**src/rtl/ifo_pkg.sv**
```systemverilog
package ifo_pkg;
  typedef enum logic [1:0] {
    RATE_BASE = 2'b00,
    RATE_X2   = 2'b01,
    RATE_X4   = 2'b10,
    RATE_ALT  = 2'b11
  } rate_e;

  localparam int BYTE_W = 8;
  localparam int BIT_W  = 3;
endpackage

```
**src/rtl/ifo_off_regs.sv**
```systemverilog
module ifo_off_regs #(
  parameter int N_STR   = 4,
  parameter int MAX_OFF = 4,
  parameter int OFF_W   = 3,
  parameter int SEL_W   = 2
) (
  input  logic                        clk_i,
  input  logic                        rst_ni,
  input  logic                        fp_i,
  input  logic [1:0]                  rate_i,
  input  logic                        off_en_i,
  input  logic                        wr_en_i,
  input  logic [SEL_W-1:0]            wr_sel_i,
  input  logic [2:0]                  wr_data_i,
  output logic [N_STR-1:0][OFF_W-1:0] off_now_o
);
  import ifo_pkg::*;

  logic [N_STR-1:0][OFF_W-1:0] shadow_q, pend, active_q;
  logic                        allow;
  logic [OFF_W-1:0]            wr_sat;

  assign allow  = off_en_i && (rate_i == RATE_X2 || rate_i == RATE_X4);
  assign wr_sat = (int'(wr_data_i) > MAX_OFF) ? OFF_W'(MAX_OFF) : OFF_W'(wr_data_i);

  always_ff @(posedge clk_i or negedge rst_ni) begin
    if (!rst_ni) shadow_q <= '0;
    else if (wr_en_i) shadow_q[wr_sel_i] <= wr_sat;
  end

  always_comb begin
    for (int s = 0; s < N_STR; s++) pend[s] = allow ? shadow_q[s] : '0;
  end

  // applied set only moves on a frame pulse
  always_ff @(posedge clk_i or negedge rst_ni) begin
    if (!rst_ni) active_q <= '0;
    else if (fp_i) active_q <= pend;
  end

  // on the pulse cycle itself the incoming set is already in force
  assign off_now_o = fp_i ? pend : active_q;

  generate
    for (genvar g = 0; g < N_STR; g++) begin : g_chk
      a_r4_active_sat: assert property (@(posedge clk_i) disable iff (!rst_ni)
        int'(active_q[g]) <= MAX_OFF);
    end
  endgenerate

  a_r5_hold_mid_frame: assert property (@(posedge clk_i) disable iff (!rst_ni)
    !fp_i |=> $stable(active_q));

  a_r6_forced_zero: assert property (@(posedge clk_i) disable iff (!rst_ni)
    (fp_i && (!off_en_i || rate_i == RATE_BASE || rate_i == RATE_ALT)) |=> (active_q == '0));
endmodule

```
**src/rtl/ifo_out_timer.sv**
```systemverilog
module ifo_out_timer #(
  parameter int CH_W = 7
) (
  input  logic            clk_i,
  input  logic            rst_ni,
  input  logic            fp_i,
  input  logic [CH_W-1:0] ch_lim_i,
  output logic [2:0]      bit_o,
  output logic [CH_W-1:0] ch_o
);
  always_ff @(posedge clk_i or negedge rst_ni) begin
    if (!rst_ni) begin
      bit_o <= '0;
      ch_o  <= '0;
    end else if (fp_i) begin
      bit_o <= '0;
      ch_o  <= '0;
    end else if (bit_o == 3'd7) begin
      bit_o <= '0;
      ch_o  <= (ch_o == ch_lim_i) ? '0 : ch_o + 1'b1;
    end else begin
      bit_o <= bit_o + 1'b1;
    end
  end

  a_r2_fp_zero: assert property (@(posedge clk_i) disable iff (!rst_ni)
    fp_i |=> (bit_o == '0 && ch_o == '0));

  a_r2_bit_step: assert property (@(posedge clk_i) disable iff (!rst_ni)
    (!fp_i && bit_o != 3'd7) |=> (bit_o == $past(bit_o) + 3'd1 && ch_o == $past(ch_o)));
endmodule

```
**src/rtl/ifo_lane.sv**
```systemverilog
module ifo_lane #(
  parameter int MAX_OFF = 4,
  parameter int OFF_W   = 3,
  parameter int CH_W    = 7
) (
  input  logic             clk_i,
  input  logic             rst_ni,
  input  logic             fp_i,
  input  logic [OFF_W-1:0] off_i,
  input  logic [CH_W-1:0]  ch_lim_i,
  input  logic             sd_i,
  output logic             vfp_o,
  output logic             byte_vld_o,
  output logic [7:0]       byte_o,
  output logic [CH_W-1:0]  byte_ch_o
);
  logic [MAX_OFF-1:0] fp_hist_q;
  logic               vfp, running_q, live;
  logic [2:0]         bit_q, cur_bit;
  logic [CH_W-1:0]    ch_q, cur_ch;
  logic [6:0]         sh_q;

  always_ff @(posedge clk_i or negedge rst_ni) begin
    if (!rst_ni) fp_hist_q <= '0;
    else         fp_hist_q <= {fp_hist_q[MAX_OFF-2:0], fp_i};
  end

  // tap select: offset 0 uses the live pulse
  always_comb begin
    vfp = (off_i == '0) && fp_i;
    for (int i = 0; i < MAX_OFF; i++)
      if (off_i == OFF_W'(i + 1)) vfp = fp_hist_q[i];
  end

  assign cur_bit = vfp ? '0 : bit_q;
  assign cur_ch  = vfp ? '0 : ch_q;
  assign live    = vfp || running_q;

  always_ff @(posedge clk_i or negedge rst_ni) begin
    if (!rst_ni) begin
      running_q  <= 1'b0;
      bit_q      <= '0;
      ch_q       <= '0;
      sh_q       <= '0;
      vfp_o      <= 1'b0;
      byte_vld_o <= 1'b0;
      byte_o     <= '0;
      byte_ch_o  <= '0;
    end else begin
      vfp_o      <= vfp;
      byte_vld_o <= 1'b0;
      if (live) begin
        running_q <= 1'b1;
        sh_q      <= {sh_q[5:0], sd_i};
        if (cur_bit == 3'd7) begin
          bit_q      <= '0;
          ch_q       <= (cur_ch == ch_lim_i) ? '0 : cur_ch + 1'b1;
          byte_vld_o <= 1'b1;
          byte_o     <= {sh_q, sd_i};
          byte_ch_o  <= cur_ch;
        end else begin
          bit_q <= cur_bit + 1'b1;
          ch_q  <= cur_ch;
        end
      end
    end
  end

  a_r8_vld_single: assert property (@(posedge clk_i) disable iff (!rst_ni)
    byte_vld_o |=> !byte_vld_o);

  a_r10_idle_silent: assert property (@(posedge clk_i) disable iff (!rst_ni)
    (!running_q && !vfp) |=> !byte_vld_o);

  a_r7_restart: assert property (@(posedge clk_i) disable iff (!rst_ni)
    vfp |=> (bit_q == 3'd1 && ch_q == '0 && vfp_o));
endmodule

```
**src/rtl/ifo_align.sv**
```systemverilog
module ifo_align #(
  parameter int N_STR   = 4,
  parameter int BASE_CH = 32,
  parameter int MAX_OFF = 4
) (
  input  logic                       clk_i,
  input  logic                       rst_ni,
  input  logic                       fp_i,
  input  logic [1:0]                 rate_i,
  input  logic                       off_en_i,
  input  logic                       wr_en_i,
  input  logic [$clog2(N_STR)-1:0]   wr_sel_i,
  input  logic [2:0]                 wr_data_i,
  input  logic [N_STR-1:0]           sd_i,
  output logic [2:0]                 out_bit_o,
  output logic [$clog2(BASE_CH*4)-1:0] out_ch_o,
  output logic [N_STR-1:0]           vfp_o,
  output logic [N_STR-1:0]           byte_vld_o,
  output logic [N_STR*8-1:0]         byte_o,
  output logic [N_STR*$clog2(BASE_CH*4)-1:0] byte_ch_o
);
  import ifo_pkg::*;

  localparam int CH_W  = $clog2(BASE_CH * 4);
  localparam int OFF_W = $clog2(MAX_OFF + 1);
  localparam int SEL_W = $clog2(N_STR);

  logic [N_STR-1:0][OFF_W-1:0] off_now;
  logic [CH_W-1:0]             ch_lim;

  always_comb begin
    unique case (rate_i)
      RATE_X2: ch_lim = CH_W'(BASE_CH * 2 - 1);
      RATE_X4: ch_lim = CH_W'(BASE_CH * 4 - 1);
      default: ch_lim = CH_W'(BASE_CH - 1);
    endcase
  end

  ifo_off_regs #(
    .N_STR(N_STR), .MAX_OFF(MAX_OFF), .OFF_W(OFF_W), .SEL_W(SEL_W)
  ) u_regs (
    .clk_i(clk_i), .rst_ni(rst_ni), .fp_i(fp_i), .rate_i(rate_i),
    .off_en_i(off_en_i), .wr_en_i(wr_en_i), .wr_sel_i(wr_sel_i),
    .wr_data_i(wr_data_i), .off_now_o(off_now)
  );

  ifo_out_timer #(.CH_W(CH_W)) u_out (
    .clk_i(clk_i), .rst_ni(rst_ni), .fp_i(fp_i), .ch_lim_i(ch_lim),
    .bit_o(out_bit_o), .ch_o(out_ch_o)
  );

  generate
    for (genvar g = 0; g < N_STR; g++) begin : g_lane
      ifo_lane #(.MAX_OFF(MAX_OFF), .OFF_W(OFF_W), .CH_W(CH_W)) u_lane (
        .clk_i(clk_i), .rst_ni(rst_ni), .fp_i(fp_i), .off_i(off_now[g]),
        .ch_lim_i(ch_lim), .sd_i(sd_i[g]), .vfp_o(vfp_o[g]),
        .byte_vld_o(byte_vld_o[g]), .byte_o(byte_o[g*8 +: 8]),
        .byte_ch_o(byte_ch_o[g*CH_W +: CH_W])
      );
    end
  endgenerate
endmodule

```
**config.mk**
```make
export PLATFORM = sky130hd
export DESIGN_NAME = ifo_align
export DESIGN_NICKNAME = d
export VERILOG_FILES = /design/src/rtl/ifo_pkg.sv /design/src/rtl/ifo_off_regs.sv /design/src/rtl/ifo_out_timer.sv /design/src/rtl/ifo_lane.sv /design/src/rtl/ifo_align.sv
export SDC_FILE = /design/constraint.sdc
export NUM_CORES = 1
export LEC_CHECK = 0
export ABC_AREA = 1
export BUFFER_PORTS_ARGS = -buffer_cell sky130_fd_sc_hd__buf_2
export CORE_ASPECT_RATIO = 0.9
export CORE_UTILIZATION = 40
export CTS_CLUSTER_SIZE = 10
export DETAILED_ROUTE_END_ITERATION = 7
export PLACE_DENSITY = 0.66
export SYNTH_ARGS = -nofsm -noshare
export SYNTH_HDL_FRONTEND = slang
export SYNTH_SLANG_ARGS = --single-unit
```
**constraint.sdc**
```tcl
create_clock -name clk_i -period 3.1 [get_ports clk_i]
set_input_delay 0.155 -clock clk_i [delete_from_list [all_inputs] [get_ports clk_i]]
set_output_delay 0.155 -clock clk_i [all_outputs]
set_load 0.01 [all_outputs]
```
# ---- Yosys cells after proc, flatten, opt, wreduce, memory -nomap -nowiden
# Index checks and enable logic that the tools add are counted.
dict set report word_totals {
  mem_bits_rw 0
  latchBits 0
  regBits 190
  wordCells 166
  in_bits 16
  output_inout_bits 78
  mem_count 0
  mem_bits_ro 0
}
dict set report op_classes {
  addsub 10
  n_reduce_logical 20
  shift 0
  n_mux 59
  eq_ne 28
  n_lt_le_gt_ge 3
  bitwise 0
  div_mod_pow 0
  mul 0
}
# operator n
set ops {}
lappend ops {{2-to-1 mux 7 bit} 15}
lappend ops {{2-to-1 mux 3 bit} 16}
lappend ops {{adder 7 x 1 -> 7 bit, second input constant} 5}
lappend ops {{== test 7 bit} 5}
lappend ops {{== test 3 bit, second input constant} 9}
lappend ops {{== test 3 x 2 -> 1 bit, second input constant} 8}
lappend ops {{2-to-1 mux 1 bit} 24}
lappend ops {{adder 3 x 1 -> 3 bit, second input constant} 5}
lappend ops {{one-hot mux 7 bit (2 select lines)} 1}
lappend ops {{bitwise mux 12 bit} 1}
lappend ops {{== test 3 x 1 -> 1 bit, second input constant} 4}
lappend ops {{zero test 3 bit} 4}
lappend ops {{2-to-1 mux 12 bit} 1}
lappend ops {{AND reduction 2 bit} 4}
lappend ops {{demux 3 bit (select 2 bit)} 1}
lappend ops {{logical AND 1 bit} 6}
lappend ops {{logical OR 1 bit} 5}
lappend ops {{greater-than comparator 3 bit, second input constant} 1}
lappend ops {{< comparator 2 x 3 -> 1 bit, second input constant} 1}
lappend ops {{== test 2 x 1 -> 1 bit, second input constant} 1}
lappend ops {{== test 2 bit, second input constant} 1}
lappend ops {{>= comparator 2 x 1 -> 1 bit, second input constant} 1}
lappend ops {{nonzero test 2 bit} 1}

# ---- Longest topological paths before layout
dict set report logic_depth {
  ltp_word 15
  ltp_mapped 22
  ltp_nobuf 21
}

# ---- Cells and area by module
# Synthesis repeated with hierarchy kept, for this count alone.
dict set report unflattened {
  hier_cells 1164
  hier_area_um2 9541.7
}
# module instances seq_area_each_um2 cells_per_inst area_per_inst_um2
set modules_own_cells {}
lappend modules_own_cells {ifo_lane 4 975.9 234 1948.1}
lappend modules_own_cells {ifo_off_regs 1 600.6 135 1097.3}
lappend modules_own_cells {ifo_out_timer 1 250.2 89 628.1}
lappend modules_own_cells {ifo_align 1 0.0 4 23.8}

# ---- Least setup slack after synthesis
# OpenSTA, ideal clock, no wires.
dict set report synth_path {
  path_type {input -> register}
  start {input port rate_i[0]}
  end {register g_lane[2].u_lane.ch_q[5]}
  setup_ns 0.076
  path_slack_ns 0.331
  t_arrival_ns 2.693
  stages 22
  required_ns 3.024
  path_buffers 2
  path_cell_list {inv_1 > ha_1 > buf_4 > inv_4 > nand2_4 > nor2_4 > nand2_1 > nand2_1 > inv_2 > nand3_2 > nand2_4 > nor2_1 > ha_1 > ha_1 > clkbuf_1 > and3_1 > inv_1 > nor2_1 > nand3_1 > nand2_1 > nand2_1 > o21ai_1}
}
dict set report synth_via {
  elab_chain_cells 15
  word_cells_on_any_way 25
  cone_classes {add/sub (1); eq/ne (8); mux (11); reduce/logical (5)}
}
# element line_no
set synth_lines {}
lappend synth_lines {{start: declaration} ifo_align.sv:9} ;# input logic [1:0] rate_i,
lappend synth_lines {{== test 2 x 1 -> 1 bit or == test 2 bit (tied branches)} ifo_off_regs.sv:23} ;# assign allow = off_en_i && (rate_i == RATE_X2 || rate_i == RATE_X4);
lappend synth_lines {{logical OR 1 bit (*)} ifo_off_regs.sv:23}
lappend synth_lines {{logical AND 1 bit (*)} ifo_off_regs.sv:23}
lappend synth_lines {{2-to-1 mux 3 bit (*)} ifo_off_regs.sv:32} ;# for (int s = 0; s < N_STR; s++) pend[s] = allow ? shadow_q[s] : '0;
lappend synth_lines {{2-to-1 mux 12 bit (*)} -}
lappend synth_lines {{net g_lane[2].u_lane.off_i[2]} ifo_lane.sv:9} ;# input logic [OFF_W-1:0] off_i,
lappend synth_lines {{zero test 3 bit} ifo_lane.sv:30} ;# vfp = (off_i == '0) && fp_i;
lappend synth_lines {{logical AND 1 bit} ifo_lane.sv:30}
lappend synth_lines {{2-to-1 mux 1 bit (3 in series)} ifo_lane.sv:32} ;# if (off_i == OFF_W'(i + 1)) vfp = fp_hist_q[i];
lappend synth_lines {{2-to-1 mux 1 bit (*)} ifo_lane.sv:32}
lappend synth_lines {{net g_lane[2].u_lane.vfp} ifo_lane.sv:18} ;# logic vfp, running_q, live;
lappend synth_lines {{2-to-1 mux 7 bit} ifo_lane.sv:36} ;# assign cur_ch = vfp ? '0 : ch_q;
lappend synth_lines {{adder 7 x 1 -> 7 bit or == test 7 bit (tied branches)} ifo_lane.sv:57} ;# ch_q <= (cur_ch == ch_lim_i) ? '0 : cur_ch + 1'b1;
lappend synth_lines {{2-to-1 mux 7 bit} ifo_lane.sv:57}
lappend synth_lines {{2-to-1 mux 7 bit} ifo_lane.sv:55} ;# if (cur_bit == 3'd7) begin
lappend synth_lines {{end signal: assignment} ifo_lane.sv:57}
lappend synth_lines {{end signal: assignment} ifo_lane.sv:63} ;# ch_q <= cur_ch;
lappend synth_lines {{end: declaration} ifo_lane.sv:20} ;# logic [CH_W-1:0] ch_q, cur_ch;
# Mark *: on every way through the listed nets, which the timed path passes. The rest lies on a longest branch.
# A chain may end at the register's enable or synchronous reset.

# ---- Worst setup path after layout
dict set report layout_path {
  start {input port fp_i}
  end {register g_lane[2].u_lane.byte_o[1]}
}
dict set report layout_via {
  elab_chain_cells 10
  word_cells_on_any_way 15
  cone_classes {eq/ne (5); mux (6); reduce/logical (4)}
}
# element line_no
set layout_lines {}
lappend layout_lines {{start: declaration} ifo_align.sv:8} ;# input logic fp_i,
lappend layout_lines {{2-to-1 mux 12 bit (*)} -}
lappend layout_lines {{net g_lane[2].u_lane.off_i[1]} ifo_lane.sv:9}
lappend layout_lines {{zero test 3 bit} ifo_lane.sv:30}
lappend layout_lines {{logical AND 1 bit} ifo_lane.sv:30}
lappend layout_lines {{2-to-1 mux 1 bit (3 in series)} ifo_lane.sv:32}
lappend layout_lines {{2-to-1 mux 1 bit (*)} ifo_lane.sv:32}
lappend layout_lines {{net g_lane[2].u_lane.vfp} ifo_lane.sv:18}
lappend layout_lines {{2-to-1 mux 3 bit} ifo_lane.sv:35} ;# assign cur_bit = vfp ? '0 : bit_q;
lappend layout_lines {{== test 3 bit} ifo_lane.sv:55}
lappend layout_lines {{AND reduction 2 bit (no line) (*)} -}
lappend layout_lines {{end signal: assignment} ifo_lane.sv:59} ;# byte_o <= {sh_q, sd_i};
lappend layout_lines {{end: declaration} ifo_lane.sv:14} ;# output logic [7:0] byte_o,
# Marks and branches as above.

==> results.yml <==
global_route:
  antenna_found_initial: 0
  grt_pass1_wl_mm: 28.8
  gr-usage-met3_pct: 3.83
  grt_pass1_vias: 5893
  grt_max_degree: 71
  top_usage_layer: "met2"
  grt_usage_pct: 17.2
  met2_usage_pct: 26.9
  grt_overflow_total: 0
  grt_util_met1_pct: 23.2
clock_network:
  cts_max_level: 4
  root_buffer: "clkbuf_16"
  cts_buffers: 17
  ctsHoldBuffers: 6
  clk_pin_slew_ns: 0.06
  ctsLongestPathBuffers: 2
  cts.sink_count: 178
  cts_resized: 0
  cts_tree: "done"
  cts_setup_buffers: 0
  clock_latency_ns: 0.43
power_and_ir_drop:
  power_frac_comb_pct: 15.8
  total_power_mw: 6.10
  sequentialPowerShare_pct: 45.8
  p_sw_share_pct: 26.5
  power.internal_mw: 4.49
  leakagePower_nw: 4.93
  clkPwrFrac_pct: 38.4
  switching_power_mw: 1.62
  max-vdd-ir-drop_mv: 0.365
  powerDensity_mw_per_mm2: 644
yosys:
  yosysSeqAreaShare_pct: 55.1
  synth_top_family_by_area: "simple AND/OR/NAND/NOR gates"
  synth_mux_area_share_pct: 0
  synth_fp_nets: 939
  synthAdderAreaFrac_pct: 2.48
  synth-compound-area-share_pct: 9.35
  avgSynthCellArea_sq_um: 8.91
  synthXorXnorAreaFrac_pct: 1.63
  syn_inst: 907
  synth.distinct_cells: 37
  synth_simple_gate_area_share_pct: 23.4
  synth-seq-cells: 178
  syn_area_sq_mm: 0.00808
  yosys_warnings: 0
timing:
  relSlewSlack_pct: 54.5
  final_hold_viol_count: 0
  rsz0062_at_grt: "false"
  tightest_slew_ns: 0.683
  holdWs_ns: 0.0742
  setup_tns_ns: 0
  layout_min_cycle_time_ns: 2.73
  min_period_over_period_pct: 88.1
  fmax_mhz: 366
  slew_viol_final: 0
  finalSetupViolations: 0
  clock_skew_ns: 0.00729
drt:
  remaining_drc_errors: 0
  via_per_inst: 4.72
  wl_per_cell_um: 12.9
  drt-total-wl_mm: 16.4
  firstDrtPassIters: 4
  drt_iter0_drc: 440
  via_count: 6015
  antenna_left: 0
layout:
  multi_input_area_sq_mm: 0.00298
  fillers: 1855
  syn_to_final_growth_pct: 17.4
  register_area_sq_mm: 0.00445
  nets: 1045
  drive_gt1_share_pct: 18.7
  diodes: 0
  stdcell_area_sq_mm: 0.00948
worst_setup_path:
  worstSetupPathType: "in2reg"
  startpoint_type: "input pin"
  timing.rr.start: "u_regs.shadow_q[7]$_DFFE_PN0P_"
  arrival_ns: 3.09
  reg2regPathDepth: 14
  reg2reg_slack_ns: 0.66
  crit_required_ns: 3.46
  critPathCaptureType: "register"
  critPathMaxFanout: 15
  rr_endpoint: "g_lane[2].u_lane.byte_o[1]$_DFFE_PN0P_"
placement:
  io_buffers: 93
  place_congestion: 0.819
  hpwl_mm: 11.2
  post_dp_cell_area_sq_mm: 0.00878
die:
  die_x_um: 152
  initial_core_util_pct: 41.5
  rows: 48
  pin_count: 94
  coreArea_sq_mm: 0.0195
  fp.dieArea_sq_mm: 0.0208
  die_h_um: 137
min_path:
  worstHoldStart: "wr_data_i[0]"
  hp-class: "in2reg"
  min_path_cells: 3
  hold_path_end: "u_regs.shadow_q[0]$_DFFE_PN0P_"
run:
  maxCapViolCount: 0
run_status:
  status: "complete, no violations"
kinds of logic after synthesis:
kind of cell | Yosys count
and+or+nand+nor | 425
DFF | 178
buffers and inverters | 137
AOI/OAI and AO/OA | 136
adders and majority gates | 16
xor gates and xnor gates | 15
Yosys cell counts, drive strengths merged:
| master | instances | share of area (%) |
|---|---|---|
| a22o | 3 | 0.33 |
| inv | 107 | 5.1 |
| dfrtp | 178 | 55 |
| o21bai | 2 | 0.19 |
| a21o | 1 | 0.093 |
| a21oi | 14 | 0.87 |
| a211oi | 2 | 0.19 |
| or2 | 1 | 0.077 |
| o21ai | 104 | 6.8 |
| buf | 28 | 2.8 |
| nand3 | 57 | 4.1 |
| nand3b | 2 | 0.19 |
| nand2 | 274 | 14 |
| nor3 | 5 | 0.31 |
| o21a | 4 | 0.37 |
| clkbuf | 2 | 0.093 |
| xor2 | 9 | 0.98 |
| and3 | 2 | 0.15 |
| o22ai | 3 | 0.23 |
| nor2 | 71 | 3.8 |
| xnor2 | 6 | 0.65 |
| nand4 | 13 | 1.1 |
| o31ai | 3 | 0.28 |
| ha | 16 | 2.5 |
registers in the layout (all words and copies together), names as in the netlist, 7 cells and up:
| signal | count |
|---|---|
| g_lane.u_lane.byte_o | 32 |
| g_lane.u_lane.byte_ch_o | 28 |
| g_lane.u_lane.ch_q | 28 |
| g_lane.u_lane.sh_q | 28 |
| g_lane.u_lane.bit_q | 12 |
| u_regs.active_q | 12 |
| u_regs.shadow_q | 12 |
| u_out.ch_o | 7 |
critical path: stages:
cell and delay, ns:
dlygate4sd3_1 0.53, buf_2 0.17, inv_2 0.25, nand2_1 0.14, nand2_2 0.12, nand2_1 0.06, nand3b_1 0.11, nand3_2 0.19
nand2_4 0.19, nor2_1 0.08, ha_1 0.20, ha_1 0.20, buf_4 0.17, nand2_4 0.16, buf_4 0.21, nand2_1 0.06
o21ai_1 0.07
area by class of cell:
type,instances,share of cell area (%)
sequential,178,47.0
multi-input combinational,592,31.4
timing repair buffer,117,7.16
clock buffer,23,5.25
inverter,107,4.31
tap,250,3.30
clock inverter,8,1.57
layout by cell type, fill, tap and decap left out, types with 2 or more instances in the layout:
cell type      synthesis  layout
a21oi_1               14      14
nand3_2                9       9
o21ai_0               43      43
clkbuf_8               0       5
bufinv_16              0       4
xor2_1                 9       9
and3_1                 2       2
clkbuf_16              0      17
o21ai_1               53      53
inv_2                 11      11
a211oi_1               2       2
dlygate4sd3_1          0       6
inv_1                 93      93
nor2_4                 5       5
nand2_2                6       6
a22o_1                 3       3
o22ai_1                3       3
clkinvlp_4             0       2
nand2_4                7       7
inv_4                  3       3
nand4_1               12      12
buf_2                  8      92
o21bai_1               2       2
o31ai_1                3       3
xnor2_1                6       6
buf_4                 12      17
dfrtp_1              178     178
ha_1                  16      16
nor2_1                66      66
o21ai_2                8       8
nand2_1              260     260
o21a_1                 4       4
nor3_1                 5       5
nand3_1               48      48
nand3b_1               2       2
layer usage:
metal,wire length [um],share of wire [%],vias to the layer above
li1,-,-,3103
met5,0,0,-
met4,250,1.5,0
met2,7340,45,110
met1,8030,49,2783
met3,770,4.7,19
worst max-delay path by stage:
stage,startpoint,end,cells past startpoint
3_5_place_dp,rate_i[0],g_lane[3].u_lane.ch_q[5]$_DFFE_PN0P_,19
6_report,fp_i,g_lane[2].u_lane.byte_o[1]$_DFFE_PN0P_,17
3_3_place_gp,rate_i[0],g_lane[1].u_lane.ch_q[5]$_DFFE_PN0P_,20
5_1_grt,fp_i,g_lane[3].u_lane.ch_q[6]$_DFFE_PN0P_,18
4_1_cts,fp_i,g_lane[2].u_lane.byte_o[1]$_DFFE_PN0P_,17
2_1_floorplan,rate_i[0],g_lane[2].u_lane.ch_q[5]$_DFFE_PN0P_,22
stage by stage:
step	instances	util [%]	setup WS [ns]
2_1_floorplan	907	-	0.331
3_3_place_gp	1238	45.1	0.227
3_5_place_dp	1238	45.1	0.180
4_1_cts	1275	48.7	0.375
5_1_grt	1275	48.7	0.0121
6_report	1275	48.7	0.369
power by group through the flow:
| stage | clock network, mW | registers (mW) | logic (mW) |
|---|---|---|---|
| after floorplan | 0 | 2.91 | 0.518 |
| after global placement | 0 | 2.83 | 0.952 |
| after detailed placement | 0 | 2.83 | 0.976 |
| after CTS | 2.40 | 2.80 | 0.985 |
| after global routing | 2.50 | 2.84 | 1.11 |
| final | 2.35 | 2.79 | 0.965 |
Note: power is estimated with default switching activity, not from simulation.
